==> config.mk <==
export PLATFORM = sky130hd
export DESIGN_NAME = reg_access_framer
export DESIGN_NICKNAME = d
export VERILOG_FILES = /design/src/rtl/raf_pkg.sv /design/src/rtl/raf_dpath.sv /design/src/rtl/raf_ctrl.sv /design/src/rtl/reg_access_framer.sv
export SDC_FILE = /design/constraint.sdc
export NUM_CORES = 1
export LEC_CHECK = 0
export BUFFER_PORTS_ARGS = -buffer_cell sky130_fd_sc_hd__buf_2
export CAP_MARGIN = 20
export CORE_UTILIZATION = 62
export DETAILED_ROUTE_END_ITERATION = 8
export GPL_ROUTABILITY_DRIVEN = 0
export PLACE_DENSITY_LB_ADDON = 0.12
export SYNTH_ARGS = -nofsm -noshare
export SYNTH_HDL_FRONTEND = slang
export SYNTH_SLANG_ARGS = --single-unit
==> constraint.sdc <==
create_clock -name clk -period 3.55 [get_ports clk]
set_input_delay 0.355 -clock clk [delete_from_list [all_inputs] [get_ports clk]]
set_output_delay 0.355 -clock clk [all_outputs]
set_load 0.005 [all_outputs]
==> src/rtl/raf_pkg.sv <==
package raf_pkg;

  localparam logic [7:0] OP_FULL_RD = 8'hCA;
  localparam logic [7:0] OP_FULL_WR = 8'hC9;
  localparam logic [7:0] OP_INT_RD  = 8'hC4;
  localparam logic [7:0] OP_INT_WR  = 8'hC3;

  // strobes from control to datapath
  typedef struct packed {
    logic load;      // capture a new request
    logic cmdShift;  // command byte launched: advance buffer, start CRC7
    logic selCmd;    // transmit from command buffer
    logic selCrc;    // transmit CRC7 trailer
    logic dataCap;   // capture a read data byte
    logic crcHiCap;  // capture received CRC-16 high byte
  } rafStrobe_t;

  typedef enum logic [3:0] {
    S_IDLE, S_CMD, S_CRC7, S_ECHO, S_STAT, S_HUNT, S_DATA, S_CRCH, S_CRCL, S_FIN
  } rafState_t;

endpackage

==> src/rtl/raf_dpath.sv <==
module raf_dpath
  import raf_pkg::*;
#(
  parameter logic [31:0] INT_LIMIT = 32'h0000_8000
) (
  input  logic        clk,
  input  logic        rstN,
  input  rafStrobe_t  stb,
  input  logic        reqWrite,
  input  logic [31:0] reqAddr,
  input  logic [31:0] reqWdata,
  input  logic [7:0]  rxByte,
  output logic [7:0]  txByte,
  output logic [3:0]  cmdLen,
  output logic        isInt,
  output logic        isRead,
  output logic        echoOk,
  output logic        statOk,
  output logic        startSeen,
  output logic        crc16Ok,
  output logic        crcBusy,
  output logic [31:0] rdData
);

  localparam int BUF_W = 64;

  function automatic logic [6:0] crc7Step(input logic [6:0] c, input logic b);
    logic fb;
    fb = c[6] ^ b;
    return {c[5:0], 1'b0} ^ (fb ? 7'h09 : 7'h00);
  endfunction

  function automatic logic [15:0] crc16Byte(input logic [15:0] c, input logic [7:0] d);
    logic [15:0] r;
    r = c;
    for (int k = 7; k >= 0; k--) begin
      if (r[15] ^ d[k]) r = {r[14:0], 1'b0} ^ 16'h1021;
      else              r = {r[14:0], 1'b0};
    end
    return r;
  endfunction

  logic [BUF_W-1:0] cmdBuf, cmdNext;
  logic [3:0]       lenNext;
  logic [7:0]       opNext, opQ, hiB;
  logic             intNext;
  logic [6:0]       crcReg;
  logic [7:0]       crcSh;
  logic [3:0]       crcCnt;
  logic [15:0]      crc16Reg;
  logic [7:0]       crcRxHi;

  // command image, left aligned
  always_comb begin
    intNext = reqAddr < INT_LIMIT;
    hiB     = reqAddr[15:8] | 8'h80;
    if (intNext) begin
      opNext = reqWrite ? OP_INT_WR : OP_INT_RD;
      if (reqWrite) begin
        cmdNext = {opNext, hiB, reqAddr[7:0], reqWdata, 8'h00};
        lenNext = 4'd7;
      end else begin
        cmdNext = {opNext, hiB, reqAddr[7:0], 8'h00, 32'h0};
        lenNext = 4'd4;
      end
    end else begin
      opNext = reqWrite ? OP_FULL_WR : OP_FULL_RD;
      if (reqWrite) begin
        cmdNext = {opNext, reqAddr[23:0], reqWdata};
        lenNext = 4'd8;
      end else begin
        cmdNext = {opNext, reqAddr[23:0], 32'h0};
        lenNext = 4'd4;
      end
    end
  end

  always_ff @(posedge clk) begin
    if (!rstN) begin
      cmdBuf <= '0;
      cmdLen <= '0;
      opQ    <= '0;
      isInt  <= 1'b0;
      isRead <= 1'b0;
    end else if (stb.load) begin
      cmdBuf <= cmdNext;
      cmdLen <= lenNext;
      opQ    <= opNext;
      isInt  <= intNext;
      isRead <= !reqWrite;
    end else if (stb.cmdShift) begin
      cmdBuf <= {cmdBuf[BUF_W-9:0], 8'h00};
    end
  end

  // serial CRC7: one bit per clock, started when a command byte leaves
  always_ff @(posedge clk) begin
    if (!rstN) begin
      crcReg <= 7'h7F;
      crcSh  <= '0;
      crcCnt <= '0;
    end else begin
      if (stb.load) begin
        crcReg <= 7'h7F;
      end else if (crcCnt != 4'd0) begin
        crcReg <= crc7Step(crcReg, crcSh[7]);
        crcSh  <= {crcSh[6:0], 1'b0};
        crcCnt <= crcCnt - 4'd1;
      end
      if (stb.cmdShift) begin
        crcSh  <= cmdBuf[BUF_W-1 -: 8];
        crcCnt <= 4'd8;
      end
    end
  end

  assign crcBusy = crcCnt != 4'd0;

  // read data and CRC-16
  always_ff @(posedge clk) begin
    if (!rstN) begin
      rdData   <= '0;
      crc16Reg <= 16'hFFFF;
      crcRxHi  <= '0;
    end else if (stb.load) begin
      rdData   <= '0;
      crc16Reg <= 16'hFFFF;
    end else begin
      if (stb.dataCap) begin
        rdData   <= {rxByte, rdData[31:8]};
        crc16Reg <= crc16Byte(crc16Reg, rxByte);
      end
      if (stb.crcHiCap) crcRxHi <= rxByte;
    end
  end

  assign txByte    = stb.selCrc ? {crcReg, 1'b0} :
                     stb.selCmd ? cmdBuf[BUF_W-1 -: 8] : 8'h00;
  assign echoOk    = rxByte == opQ;
  assign statOk    = rxByte == 8'h00;
  assign startSeen = rxByte[7:4] == 4'hF;
  assign crc16Ok   = {crcRxHi, rxByte} == crc16Reg;

  AST_CRC_IDLE_ON_LOAD: assert property (@(posedge clk) disable iff (!rstN)
    stb.selCrc |-> (crcCnt <= 4'd8)) else $error("crc counter out of range");

endmodule

==> src/rtl/raf_ctrl.sv <==
module raf_ctrl
  import raf_pkg::*;
#(
  parameter int HUNT_WINDOW = 8
) (
  input  logic       clk,
  input  logic       rstN,
  input  logic       reqValid,
  input  logic       crc7En,
  input  logic       crc16En,
  input  logic       spiRxValid,
  input  logic [3:0] cmdLen,
  input  logic       isInt,
  input  logic       isRead,
  input  logic       echoOk,
  input  logic       statOk,
  input  logic       startSeen,
  input  logic       crc16Ok,
  input  logic       crcBusy,
  output rafStrobe_t stb,
  output logic       spiTxValid,
  output logic       done,
  output logic       err
);

  localparam int CNT_W = $clog2(HUNT_WINDOW + 9);

  rafState_t        state;
  logic [CNT_W-1:0] cnt, lenM1;
  logic             inFlight, errQ, c7Q, c16Q;
  logic             txState, launch, rxEv;

  assign txState = (state != S_IDLE) && (state != S_FIN);
  assign launch  = txState && !inFlight && !crcBusy;
  assign rxEv    = inFlight && spiRxValid;
  assign lenM1   = CNT_W'(cmdLen) - CNT_W'(1);

  always_comb begin
    stb          = '0;
    stb.load     = (state == S_IDLE) && reqValid;
    stb.selCmd   = state == S_CMD;
    stb.cmdShift = launch && (state == S_CMD);
    stb.selCrc   = state == S_CRC7;
    stb.dataCap  = rxEv && (state == S_DATA);
    stb.crcHiCap = rxEv && (state == S_CRCH);
  end

  always_ff @(posedge clk) begin
    if (!rstN) begin
      state    <= S_IDLE;
      cnt      <= '0;
      inFlight <= 1'b0;
      errQ     <= 1'b0;
      c7Q      <= 1'b0;
      c16Q     <= 1'b0;
    end else begin
      if (launch)          inFlight <= 1'b1;
      else if (spiRxValid) inFlight <= 1'b0;
      case (state)
        S_IDLE: if (reqValid) begin
          state <= S_CMD;
          cnt   <= '0;
          errQ  <= 1'b0;
          c7Q   <= crc7En;
          c16Q  <= crc16En;
        end
        S_CMD: if (rxEv) begin
          cnt <= cnt + 1'b1;
          if (cnt == lenM1) state <= c7Q ? S_CRC7 : S_ECHO;
        end
        S_CRC7: if (rxEv) state <= S_ECHO;
        S_ECHO: if (rxEv) begin
          if (!isInt && !echoOk) errQ <= 1'b1;
          state <= S_STAT;
        end
        S_STAT: if (rxEv) begin
          if (!isInt && !statOk) errQ <= 1'b1;
          state <= isRead ? S_HUNT : S_FIN;
          cnt   <= '0;
        end
        S_HUNT: if (rxEv) begin
          if (startSeen) begin
            state <= S_DATA;
            cnt   <= '0;
          end else if (cnt == CNT_W'(HUNT_WINDOW - 1)) begin
            errQ  <= 1'b1;
            state <= S_FIN;
          end else begin
            cnt <= cnt + 1'b1;
          end
        end
        S_DATA: if (rxEv) begin
          cnt <= cnt + 1'b1;
          if (cnt == CNT_W'(3)) state <= c16Q ? S_CRCH : S_FIN;
        end
        S_CRCH: if (rxEv) state <= S_CRCL;
        S_CRCL: if (rxEv) begin
          if (!isInt && !crc16Ok) errQ <= 1'b1;
          state <= S_FIN;
        end
        S_FIN:   state <= S_IDLE;
        default: state <= S_IDLE;
      endcase
    end
  end

  assign spiTxValid = launch;
  assign done       = state == S_FIN;
  assign err        = errQ;

  AST_DONE_PULSE: assert property (@(posedge clk) disable iff (!rstN)
    done |=> !done) else $error("done longer than one cycle");
  AST_ONE_OUTSTANDING: assert property (@(posedge clk) disable iff (!rstN)
    spiTxValid |=> !spiTxValid) else $error("second byte launched before reply");
  AST_HUNT_BOUND: assert property (@(posedge clk) disable iff (!rstN)
    (state == S_HUNT) |-> (cnt < CNT_W'(HUNT_WINDOW))) else $error("hunt past window");
  AST_CMD_BOUND: assert property (@(posedge clk) disable iff (!rstN)
    (state == S_CMD) |-> (cnt < CNT_W'(cmdLen))) else $error("command overrun");
  AST_INT_ECHO_IGNORED: assert property (@(posedge clk) disable iff (!rstN)
    (rxEv && isInt && (state == S_ECHO || state == S_STAT)) |=> $stable(errQ))
    else $error("internal echo/status flagged");
  AST_INT_CRC16_IGNORED: assert property (@(posedge clk) disable iff (!rstN)
    (rxEv && isInt && state == S_CRCL) |=> $stable(errQ))
    else $error("internal crc16 flagged");

endmodule

==> src/rtl/reg_access_framer.sv <==
module reg_access_framer
  import raf_pkg::*;
#(
  parameter logic [31:0] INT_LIMIT   = 32'h0000_8000,
  parameter int          HUNT_WINDOW = 8
) (
  input  logic        clk,
  input  logic        rstN,
  input  logic        reqValid,
  input  logic        reqWrite,
  input  logic [31:0] reqAddr,
  input  logic [31:0] reqWdata,
  input  logic        crc7En,
  input  logic        crc16En,
  output logic        spiTxValid,
  output logic [7:0]  spiTxByte,
  input  logic        spiRxValid,
  input  logic [7:0]  spiRxByte,
  output logic        done,
  output logic        err,
  output logic [31:0] rdData
);

  rafStrobe_t stb;
  logic [3:0] cmdLen;
  logic       isInt, isRead, echoOk, statOk, startSeen, crc16Ok, crcBusy;

  raf_ctrl #(.HUNT_WINDOW(HUNT_WINDOW)) i_ctrl (
    .clk(clk), .rstN(rstN), .reqValid(reqValid), .crc7En(crc7En), .crc16En(crc16En),
    .spiRxValid(spiRxValid), .cmdLen(cmdLen), .isInt(isInt), .isRead(isRead),
    .echoOk(echoOk), .statOk(statOk), .startSeen(startSeen), .crc16Ok(crc16Ok),
    .crcBusy(crcBusy), .stb(stb), .spiTxValid(spiTxValid), .done(done), .err(err)
  );

  raf_dpath #(.INT_LIMIT(INT_LIMIT)) i_dpath (
    .clk(clk), .rstN(rstN), .stb(stb), .reqWrite(reqWrite), .reqAddr(reqAddr),
    .reqWdata(reqWdata), .rxByte(spiRxByte), .txByte(spiTxByte), .cmdLen(cmdLen),
    .isInt(isInt), .isRead(isRead), .echoOk(echoOk), .statOk(statOk),
    .startSeen(startSeen), .crc16Ok(crc16Ok), .crcBusy(crcBusy), .rdData(rdData)
  );

endmodule

Word-level counts from Yosys, hierarchy flattened
Index checks and enable logic that the tools add are counted.
Word-level totals
  output and inout bits: 43
  flip-flop bits (word level): 166
  input bits: 79
  word-level logic and storage cells: 201
Cells by class
  reductions and logical operators: 37
  add/sub/neg operators: 3
  order comparisons: 1
  equal/unequal tests: 36
  bitwise logic cells: 20
  muxes and demuxes: 86
Operators by type and width (count)
  2-to-1 mux 16 bit: 21
  2-to-1 mux 64 bit: 2
  2-to-1 mux 13 bit: 8
  2-to-1 mux 4 bit: 22
  2-to-1 mux 60 bit: 1
  2-to-1 mux 40 bit: 1
  2-to-1 mux 8 bit: 5
  case mux 4 bit (9 select lines): 1
  < comparator 32 x 16 -> 1 bit (second input constant): 1
  2-to-1 mux 32 bit: 1
  2-to-1 mux 5 bit: 6
  inverter 3 bit: 8
  != test 2 x 1 -> 1 bit (second input constant): 11
  case mux 5 bit (4 select lines): 1
  == test 16 bit: 1
  == test 4 x 3 -> 1 bit (second input constant): 4
  != test 2 bit (second input constant): 7
  2-to-1 mux 1 bit: 13
  == test 4 bit (second input constant): 3
  AND reduction 12 bit: 1
  nonzero test 4 bit: 3
  logical AND 1 bit: 11
  AND reduction 11 bit: 1
  bitwise XOR 1 bit: 9
  other kinds (25): 41

Depth between registers and ports, before layout
Gate-level depths: netlist (run 1).
  word-level depth: 37
  mapped depth: 11
  depth with buffers taken out: 7

Modules after synthesis
Synthesis (run 1) repeated with hierarchy kept, for this count alone.
Unflattened totals
  cell total of the unflattened synthesis: 992
  area, all modules: 8549.4 µm²
By module, submodules not included
  raf_dpath: times used 1, area an instance 7373.3 µm², cells each 841, sequential area each 2982.9 µm²
  raf_ctrl: times used 1, area an instance 1176.1 µm², cells each 151, sequential area each 260.2 µm²

Least setup slack after synthesis (run 1)
OpenSTA, ideal clock, no wires.
  path type: flip-flop to flip-flop
  start: register i_dpath.crcCnt[0]
  end: register i_dpath.cmdBuf[38]
  arrival: 2.008 ns
  setup slack: 1.427 ns
  period minus slack after synthesis: 2.123 ns
  buffers on the path: 3
  setup time: 0.115 ns
  required time: 3.435 ns
  stages on the path, launching flop included: 11
  cells stage by stage: dfxtp_1 -> inv_1 -> ha_1 -> or3b_1 -> buf_2 -> or3_1 -> buf_6 -> buf_2 -> nand2_1 -> nand3_1 -> and3_1
Between the ends
  longest elaborated chain between the ends: 5
Ends and longest elaborated chain
  start, declared: RTL line raf_dpath.sv:49  | logic [3:0] crcCnt;
  start signal, assigned: RTL line raf_dpath.sv:108  | crcCnt <= crcCnt - 4'd1;
  nonzero test 4 bit: RTL line raf_dpath.sv:117  | assign crcBusy = crcCnt != 4'd0;
  logical NOT 1 bit: RTL line raf_ctrl.sv:34  | assign launch = txState && !inFlight && !crcBusy;
  logical AND 1 bit: RTL line raf_ctrl.sv:34
  logical AND 1 bit: RTL line raf_ctrl.sv:42  | stb.cmdShift = launch && (state == S_CMD);
  nonzero test 2 bit (no line)
  end signal, assigned: RTL line raf_dpath.sv:86  | cmdBuf <= cmdNext;
  end signal, assigned: RTL line raf_dpath.sv:92  | cmdBuf <= {cmdBuf[BUF_W-9:0], 8'h00};
  end, declared: RTL line raf_dpath.sv:43  | logic [BUF_W-1:0] cmdBuf, cmdNext;
No other way between the ends.
A chain may end at the register's enable or synchronous reset.

Final worst setup path (run 1)
  start: register i_ctrl.state[0]
  end: output spiTxByte[2]
Between the ends
  longest elaborated chain between the ends: 3
  elaborated cells between the ends (all ways): 4
  those cells by class: eq/ne: 2; mux: 2
Ends and longest elaborated chain
  start, declared: RTL line raf_ctrl.sv:28  | rafState_t state;
  start signal, assigned: RTL line raf_ctrl.sv:69  | if (cnt == lenM1) state <= c7Q ? S_CRC7 : S_ECHO;
  start signal, assigned: RTL line raf_ctrl.sv:78  | state <= isRead ? S_HUNT : S_FIN;
  start signal, assigned: RTL line raf_ctrl.sv:94  | if (cnt == CNT_W'(3)) state <= c16Q ? S_CRCH : S_FIN;
  == test 4 x 1 -> 1 bit: RTL line raf_ctrl.sv:41  | stb.selCmd = state == S_CMD;
  2-to-1 mux 8 bit: RTL line raf_dpath.sv:138  | stb.selCmd ? cmdBuf[BUF_W-1 -: 8] : 8'h00;
  2-to-1 mux 8 bit (*): RTL line raf_dpath.sv:137  | assign txByte = stb.selCrc ? {crcReg, 1'b0} :
  end, declared: RTL line reg_access_framer.sv:16  | output logic [7:0] spiTxByte,
Every way passes the cells marked *; elsewhere a longest branch is shown, timed or not.

==> metrics.txt, run 1 <==
total track usage 33.2%; Worst Setup End Kind primary output; die footprint 0.0133 mm2; cts hold-fix bufs 0; Distinct cells, synth 64; clock skew after layout 11.7 ps; Setup Buffers After CTS 0; largest net degree at the start of global routing 73; status completed; total chip power 5.24 mW; Final nets 1140; Worst path slowest cell dfxtp_1; Slew headroom 42.5%; number of synthesis warnings 0; Post-Syn Instances 985; RSZ-0062 raised after global routing false; Worst Path Required 3190 ps; crit-path max cell delay 720 ps; peak supply drop 0.405 mV; crit path kind register to primary output; IO Pins 122; fin crit period 2700 ps; ys async rst share 0%; CTS H-tree lvls 4; Post-synth top flop dfxtp_1; startpoint types register; Hold Vio Cnt, Final 0; port bufs 121; Seq/Total Area, Yosys 40.8%; DR vias 7674; Sum Neg Setup Slack 0 ps; CTS tree done; Crit path max-delay family flip-flops; Mean Syn Cell Area 8.07 um2; number of cells in the design after placement 1202; Slew @ Worst Pin 862 ps; register bit total from synthesis 162; clk sinks 162; Initial Utilization 64.8%; GRT overflow 0; CP cell instances inv_1 -> nor2_1 -> a22oi_1 -> nor2_1 -> buf_2; Diodes inserted 0; Routed WL 21100 um; utilization after layout 74.8%; antenna violations before repair 0; worst skew pair latency 430 ps; register clock-pin slew on the reported worst setup and hold paths 70 ps; synth cell count leaders nand2_1 (178), dfxtp_1 (162), a21oi_1 (79); synth top area cells dfxtp_1 (41%), nand2_1 (8.4%), a21oi_1 (5.0%), xnor2_1 (4.4%), o221ai_1 (3.3%); Wirelength per Cell 17.1 um; Synth area leader dfxtp_1; vias in the first global route 7188; Max Freq 0.371 GHz; die width 115 um; # fillers 956; dpl ws 925 ps; net count after synthesis 1072; first-pass GRT wire length 35000 um; LEAKAGE 3.63 nW; total CTS buffers 17; Routed Antenna Nets 0; design area 0.00917 mm2; Synth-to-Final Area Change 15.4%; Die Y 115 um; CP arrival 2340 ps; period utilization 76.0%; Max Cap Viol 0; # rows 40; Mapped Area 0.00795 mm2; Max Root-Sink Buffers 2; hold_ws 164 ps; class of the worst hold path primary input to register; Final Setup Violations 0; worst-path fanout max 21; post-DP HPWL 13700 um; first-iteration detailed-routing DRC count 816; Final Non-Filler Cells 1234; Post-synth EDFFs 0; Synth top area share 40.8%; CTS resizes 0; PD cells 571 mW/mm2; count leader, synth nand2_1; Worst Slack Setup Final 853 ps; Pre-Repair DR Iteration Count 5; DRC violations left 0; Area after DPL 0.00854 mm2; layout cells sized above 1 17.7%; Critical Path Most Common Cell nor2_1; Buf/Inv on CP 2; Placeable Area 0.0123 mm2; DR vias/cell 6.22; final max-slew violation count 0; CTS root buffer clkbuf_16
-- layout make-up --
class                      instances  area (um2)  share of cell area (%)
clock buffer                      18         439                    4.79
clock inverter                    14         195                    2.13
inverter                          14        52.6                   0.573
multi-input combinational        718        4290                    46.7
sequential                       162        3240                    35.4
tap                              168         210                    2.29
timing repair buffer             140         748                    8.16
-- power by group --
group,total [mW],internal (mW),switching [mW]
logic,1.07,0.413,0.661
clock network,1.96,1.15,0.805
registers,2.21,2.04,0.168
-- layer usage --
metal	track usage, %	part of all wire, %
met1	45.2	43
met2	52.9	48
met3	6.27	7.3
met4	11.1	1.5
met5	0	0
-- worst paths after layout --
kind,start,to,slack [ps],cells past startpoint
worst min-delay path,crc16En,i_ctrl.c16Q,160,3
worst max register to register,i_ctrl.state[0],i_dpath.cmdBuf[38],880,6
worst max-delay path,i_ctrl.state[0],spiTxByte[2],850,5
worst min register to register,i_dpath.rdData[7],i_dpath.rdData[7],450,2
-- tightest hold or removal path, cell delays in order --
cell	delay (ps)
buf_2	90
nand2_1	40
a21oi_1	50
-- cells in the final DEF, fill, tap and decap left out, types with 3 or more instances in the layout --
cell type    n
nand2_1    178
dfxtp_1    162
buf_2      121
a21oi_1     79
nor2_1      65
nand3_1     44
o21ai_0     43
xnor2_1     40
o221ai_1    30
a211oi_1    27
a21o_1      23
a311oi_1    19
buf_4       19
mux2i_1     17
clkbuf_16   17
xor2_1      15
a31oi_1     14
o211ai_1    13
inv_1       12
and3_1      12
a22oi_1      8
a32oi_1      8
ha_1         8
nor4_1       7
nand4_1      6
nor3_1       5
inv_6        4
or3_1        3
and2_1       3
nor4bb_1     3
bufinv_16    3
clkinv_4     3
-- state kept, by name, summed over array words and instances (netlist names) --
name,count
i_dpath.rdData,32
i_dpath.crcReg,7
i_dpath.crcSh,8
i_ctrl.err,1
i_dpath.crcRxHi,8
i_ctrl.state,4
i_dpath.opQ,5
i_dpath.cmdBuf,64
i_ctrl.c7Q,1
i_ctrl.cnt,5
i_ctrl.inFlight,1
i_dpath.cmdLen,3
i_dpath.crc16Reg,16
i_dpath.crcCnt,4
i_dpath.isInt,1
i_ctrl.c16Q,1
i_dpath.isRead,1
-- logic make-up after synthesis --
group,share of synthesized area [%]
simple gates,20.4
mux,2.14
flops,40.8
fa+ha+maj,1.26
xor+xnor,6.06
compound gates,23.7
buf+inv,5.60
Power figures use the tool's default switching activity.
==> inputs of run 2 (changes only) <==
- ABC_AREA: not set -> 1
- CORE_UTILIZATION: 62 -> 52
- clock period: 3.55 -> 2.2 ns (I/O delays scaled with it)
==> metrics.txt, run 2 <==
status completed; antenna violations before repair 0; final max-slew violation count 0; largest net degree at the start of global routing 65; first-iteration detailed-routing DRC count 629; LEAKAGE 4.89 nW; Synth area leader dfxtp_1; Mean Syn Cell Area 6.59 um2; PD cells 1080 mW/mm2; Wirelength per Cell 13.8 um; CTS tree done; Post-Syn Instances 1300; post-DP HPWL 15300 um; Mapped Area 0.00857 mm2; CP arrival 1890 ps; Initial Utilization 53.6%; Buf/Inv on CP 3; Distinct cells, synth 40; Slew headroom 57.4%; clk sinks 162; IO Pins 122; utilization after layout 61.5%; Area after DPL 0.00926 mm2; # rows 46; total track usage 26.9%; period utilization 95.8%; crit-path max cell delay 450 ps; first-pass GRT wire length 36200 um; Hold Vio Cnt, Final 0; Final nets 1479; Post-synth top flop dfxtp_1; DRC violations left 0; most frequent cells in the layout nand2_1 (336), inv_1 (175), dfxtp_1 (162); CTS root buffer clkbuf_16; synth top area cells dfxtp_1 (38%), nand2_1 (15%), inv_1 (7.7%), o21ai_0 (7.0%), a21oi_1 (6.4%); Synth top area share 37.8%; Hold Crit Start reqAddr[3]; Worst Setup End Kind primary output; largest registers i_dpath.cmdBuf x64, i_dpath.rdData x32, i_dpath.crc16Reg x16; Seq/Total Area, Yosys 37.8%; Hold Path End i_dpath.cmdBuf[43]; peak supply drop 0.738 mV; Setup Buffers After CTS 0; CP cell instances inv_1 -> nor2_2 -> nand2_1 -> buf_4 -> o22ai_1 -> buf_2; CTS resizes 0; Max Freq 0.475 GHz; Placeable Area 0.0160 mm2; crit path kind register to primary output; register clock-pin slew on the reported worst setup and hold paths 70 ps; Worst path slowest cell dfxtp_1; port bufs 121; Die Y 130 um; clock skew after layout 9.42 ps; ys async rst share 0%; design area 0.00984 mm2; number of cells in the design after placement 1589; # fillers 1586; net count after synthesis 1387; Max Root-Sink Buffers 2; max reg flops 64; class of the worst hold path primary input to register; Final Setup Violations 0; Routed Antenna Nets 0; Slew @ Worst Pin 638 ps; startpoint types register; commonest non-fill, non-tap cell in the layout nand2_1; cts hold-fix bufs 0; Crit path max-delay family buffers and inverters; worst-path fanout max 7; GRT overflow 0; Post-synth EDFFs 0; largest register by flop count i_dpath.cmdBuf; synth cell count leaders nand2_1 (336), inv_1 (175), dfxtp_1 (162); die footprint 0.0170 mm2; worst reg-to-reg setup slack 230 ps; total chip power 10.7 mW; Synth-to-Final Area Change 14.7%; Worst Path Required 1980 ps; Diodes inserted 0; path depth of the worst reg2reg path 9; Sum Neg Setup Slack 0 ps; layout cells sized above 1 15.2%; vias in the first global route 7769; total CTS buffers 17; FF-to-FF End i_dpath.crcSh[4]; DR vias/cell 5.22; Max Cap Viol 0; die width 130 um; Routed WL 22300 um; r2r startpoint i_dpath.crcCnt[0]; Final Non-Filler Cells 1621; RSZ-0062 raised after global routing false; CTS H-tree lvls 4; fin crit period 2110 ps; DR vias 8468; count leader, synth nand2_1; hold depth 3; worst skew pair latency 430 ps; Pre-Repair DR Iteration Count 6; register bit total from synthesis 162; number of synthesis warnings 0
==> run 2: changes by cell type after synthesis, moves of 14 or more <==
| cell | before | now |
|---|---|---|
| a21oi_1 | 79 | 109 |
| o21ai_0 | 43 | 120 |
| xnor2_1 | 40 | 13 |
| o21ai_1 | 1 | 15 |
| a211oi_1 | 27 | 13 |
| nand2_1 | 178 | 336 |
| a21o_1 | 23 | 0 |
| nand3_1 | 46 | 84 |
| a311oi_1 | 19 | 0 |
| inv_1 | 13 | 175 |
| nor2_1 | 65 | 114 |
| o221ai_1 | 30 | 0 |
| mux2i_1 | 17 | 0 |
| clkbuf_1 | 64 | 22 |
==> run 2: through the flow <==
| stage | setup slack [ps] | hold slack [ps] |
|---|---|---|
| finish | 92.6 | 48.4 |
| global route | 25.8 | 57.9 |
| CTS | 121 | 30.7 |
| detailed placement | 273 | 450 |
| global placement | 317 | 446 |
| floorplan | 496 | 356 |
==> run 2: worst max-delay path by stage <==
stage / startpoint / endpoint / slack [ps] / cells after the start
floorplan: i_dpath.crcCnt[0] / i_dpath.cmdBuf[36] / 500 / 11
global placement: reqAddr[19] / i_dpath.cmdBuf[34] / 320 / 12
detailed placement: i_dpath.crcCnt[0] / i_dpath.crcSh[4] / 270 / 9
CTS: i_ctrl.state[1] / spiTxByte[3] / 120 / 6
global route: i_ctrl.state[1] / spiTxByte[1] / 30 / 6
finish: i_ctrl.state[1] / spiTxByte[3] / 90 / 6
==> run 2: area by class of cell <==
type                            count  area (um2)  area share [%]
Multi-Input combinational cell    889        4260            43.3
Sequential cell                   162        3240            33.0
Timing Repair Buffer              139         791            8.04
Inverter                          183         691            7.02
Clock buffer                       17         425            4.33
Tap cell                          216         270            2.75
Clock inverter                     15         154            1.56
==> run 2: cells by family (layout without fill, tap and decap cells) <==
logic type | after synthesis | count (layout) | share of synthesized area [%]
AND/OR/NAND/NOR | 575 | 575 | 28.6
buffers and inverters | 249 | 354 | 12.5
flip-flops | 162 | 162 | 37.8
XOR/XNOR | 25 | 25 | 2.55
adder cells (fa/ha/maj) | 8 | 8 | 1.17
AO/OA/AOI/OAI | 281 | 281 | 17.3
==> run 2: power breakdown <==
part	internal (mW)	switching (mW)
Sequential	3.53	0.340
Clock	1.52	1.41
Combinational	1.33	2.54
Total	6.38	4.28
==> run 2: routing by layer <==
layer | share of wire, % | global-route usage, % | vias to the layer above
met5 | 0 | 0 | -
met4 | 1.7 | 8.18 | 0
met3 | 5.7 | 5.13 | 35
met2 | 48 | 47.8 | 252
met1 | 44 | 32.8 | 3869
li1 | - | - | 4312
==> run 2: tightest hold or removal path, stage by stage <==
cell	delay [ps]
buf_2	90
a21oi_1	50
nor2_1	70
==> inputs of run 3 (changes only) <==
- CAP_MARGIN: 20 -> 30
- CORE_UTILIZATION: 52 -> 58
- clock period: 2.2 -> 2.4 ns (I/O delays scaled with it)
==> metrics.txt, run 3 (synthesis gave the netlist of run 2 again) <==
status completed; clock skew after layout 8.06 ps; Routed Antenna Nets 0; post-DP HPWL 15200 um; Diodes inserted 0; Hold Vio Cnt, Final 0; Wirelength per Cell 13.8 um; Worst Path Required 2780 ps; first-iteration detailed-routing DRC count 573; peak supply drop 0.575 mV; Worst path slowest cell inv_2; Max Cap Viol 0; max reg flops 64; total track usage 29.3%; most frequent cells in the layout nand2_1 (336), inv_1 (175), dfxtp_1 (162); final max-slew violation count 0; fin crit period 2220 ps; Final nets 1479; clk sinks 162; CTS root buffer clkbuf_16; Worst Setup End Kind register; IO Pins 122; CTS tree done; period utilization 92.5%; Pre-Repair DR Iteration Count 5; largest registers i_dpath.cmdBuf x64, i_dpath.rdData x32, i_dpath.crc16Reg x16; largest net degree at the start of global routing 60; Slew headroom 48.7%; Synth-to-Final Area Change 13.9%; class of the worst hold path primary input to register; Sum Neg Setup Slack 0 ps; worst skew pair latency 440 ps; Max Root-Sink Buffers 2; antenna violations before repair 0; DR vias/cell 5.32; largest register by flop count i_dpath.cmdBuf; PD cells 992 mW/mm2; vias in the first global route 7623; register clock-pin slew on the reported worst setup and hold paths 70 ps; startpoint types register; CTS resizes 0; worst-path fanout max 43; DRC violations left 0; Max Freq 0.450 GHz; die footprint 0.0153 mm2; Initial Utilization 59.2%; Slew @ Worst Pin 768 ps; CTS H-tree lvls 4; commonest non-fill, non-tap cell in the layout nand2_1; port bufs 121; die width 124 um; CP arrival 2600 ps; Setup Buffers After CTS 0; Die Y 124 um; Crit path max-delay family simple AND/OR/NAND/NOR gates; crit-path max cell delay 600 ps; Routed WL 21900 um; first-pass GRT wire length 35300 um; worst reg-to-reg setup slack 180 ps; GRT overflow 0; Placeable Area 0.0145 mm2; total CTS buffers 17; Critical Path Most Common Cell nor2_1; DR vias 8459; dpl ws 221 ps; cts hold-fix bufs 0; CP cell instances nor2_2 -> nand2_4 -> nor2_4 -> nand2_2 -> inv_2 -> nand2_1 -> nand3_1 -> nor2_1 -> nor2_1; Worst Slack Setup Final 180 ps; # rows 44; layout cells sized above 1 15.2%; crit path kind register to register; RSZ-0062 raised after global routing false; Buf/Inv on CP 1; LEAKAGE 4.87 nW; Final Setup Violations 0
==> run 3: cell types whose count changed in the layout (fill, tap and decap cells not counted) <==
cell / before / now
buf_16: 0 / 1
inv_6: 5 / 6
clkinv_4: 3 / 0
inv_8: 6 / 2
clkinv_2: 1 / 2
buf_12: 4 / 1
clkinv_8: 1 / 2
clkinvlp_4: 0 / 4
buf_4: 14 / 16
==> run 3: final cells by class <==
cell class | instances | area [um2]
inverter | 183 | 691
tap | 184 | 230
clock inverter | 15 | 143
sequential | 162 | 3240
timing repair buffer | 139 | 773
clock buffer | 17 | 425
multi-input combinational | 889 | 4260
fill | 1360 | 4710
==> run 3: worst reg2reg max path: cells and delay by family (launching register included) <==
family,cells,cell delay (ps)
and+or+nand+nor,8,1200
buffers and inverters,1,600
DFF,1,380
==> run 3: path summary, 6_finish.rpt <==
kind | cells past startpoint | start | end
max reg2reg | 9 | i_ctrl.state[0] | i_dpath.cmdBuf[45]
min reg2reg | 2 | i_dpath.rdData[7] | i_dpath.rdData[7]
max | 9 | i_ctrl.state[0] | i_dpath.cmdBuf[45]
min | 3 | reqAddr[3] | i_dpath.cmdBuf[43]
==> run 3: report_power, final <==
| group | internal, mW | total, mW | switching (mW) |
|---|---|---|---|
| sequential | 3.23 | 3.55 | 0.318 |
| clock | 1.37 | 2.62 | 1.25 |
| combinational | 1.19 | 3.51 | 2.32 |
==> run 3: through the flow <==
stage | std cells | hold WS (ps) | power (mW) | util (%) | cell area, um2
2_1_floorplan | 1300 | 376 | 6.33 | - | 8570
3_3_place_gp | 1556 | 445 | 7.00 | 63.3 | 9170
3_5_place_dp | 1557 | 449 | 7.06 | 63.5 | 9200
4_1_cts | 1589 | 48.9 | 9.68 | 67.5 | 9770
5_1_grt | 1589 | 61.0 | 10.3 | 67.5 | 9770
6_report | 1589 | 52.9 | 9.69 | 67.5 | 9770
==> run 3: layer usage <==
layer | GRT usage (%) | part of all wire, % | up-vias | wire (um)
li1 | - | - | 4316 | -
met1 | 36.1 | 44 | 3856 | 9690
met5 | 0 | 0 | - | 0
met3 | 4.72 | 5.0 | 43 | 1080
met2 | 51.6 | 49 | 244 | 10600
met4 | 10.5 | 2.1 | 0 | 449
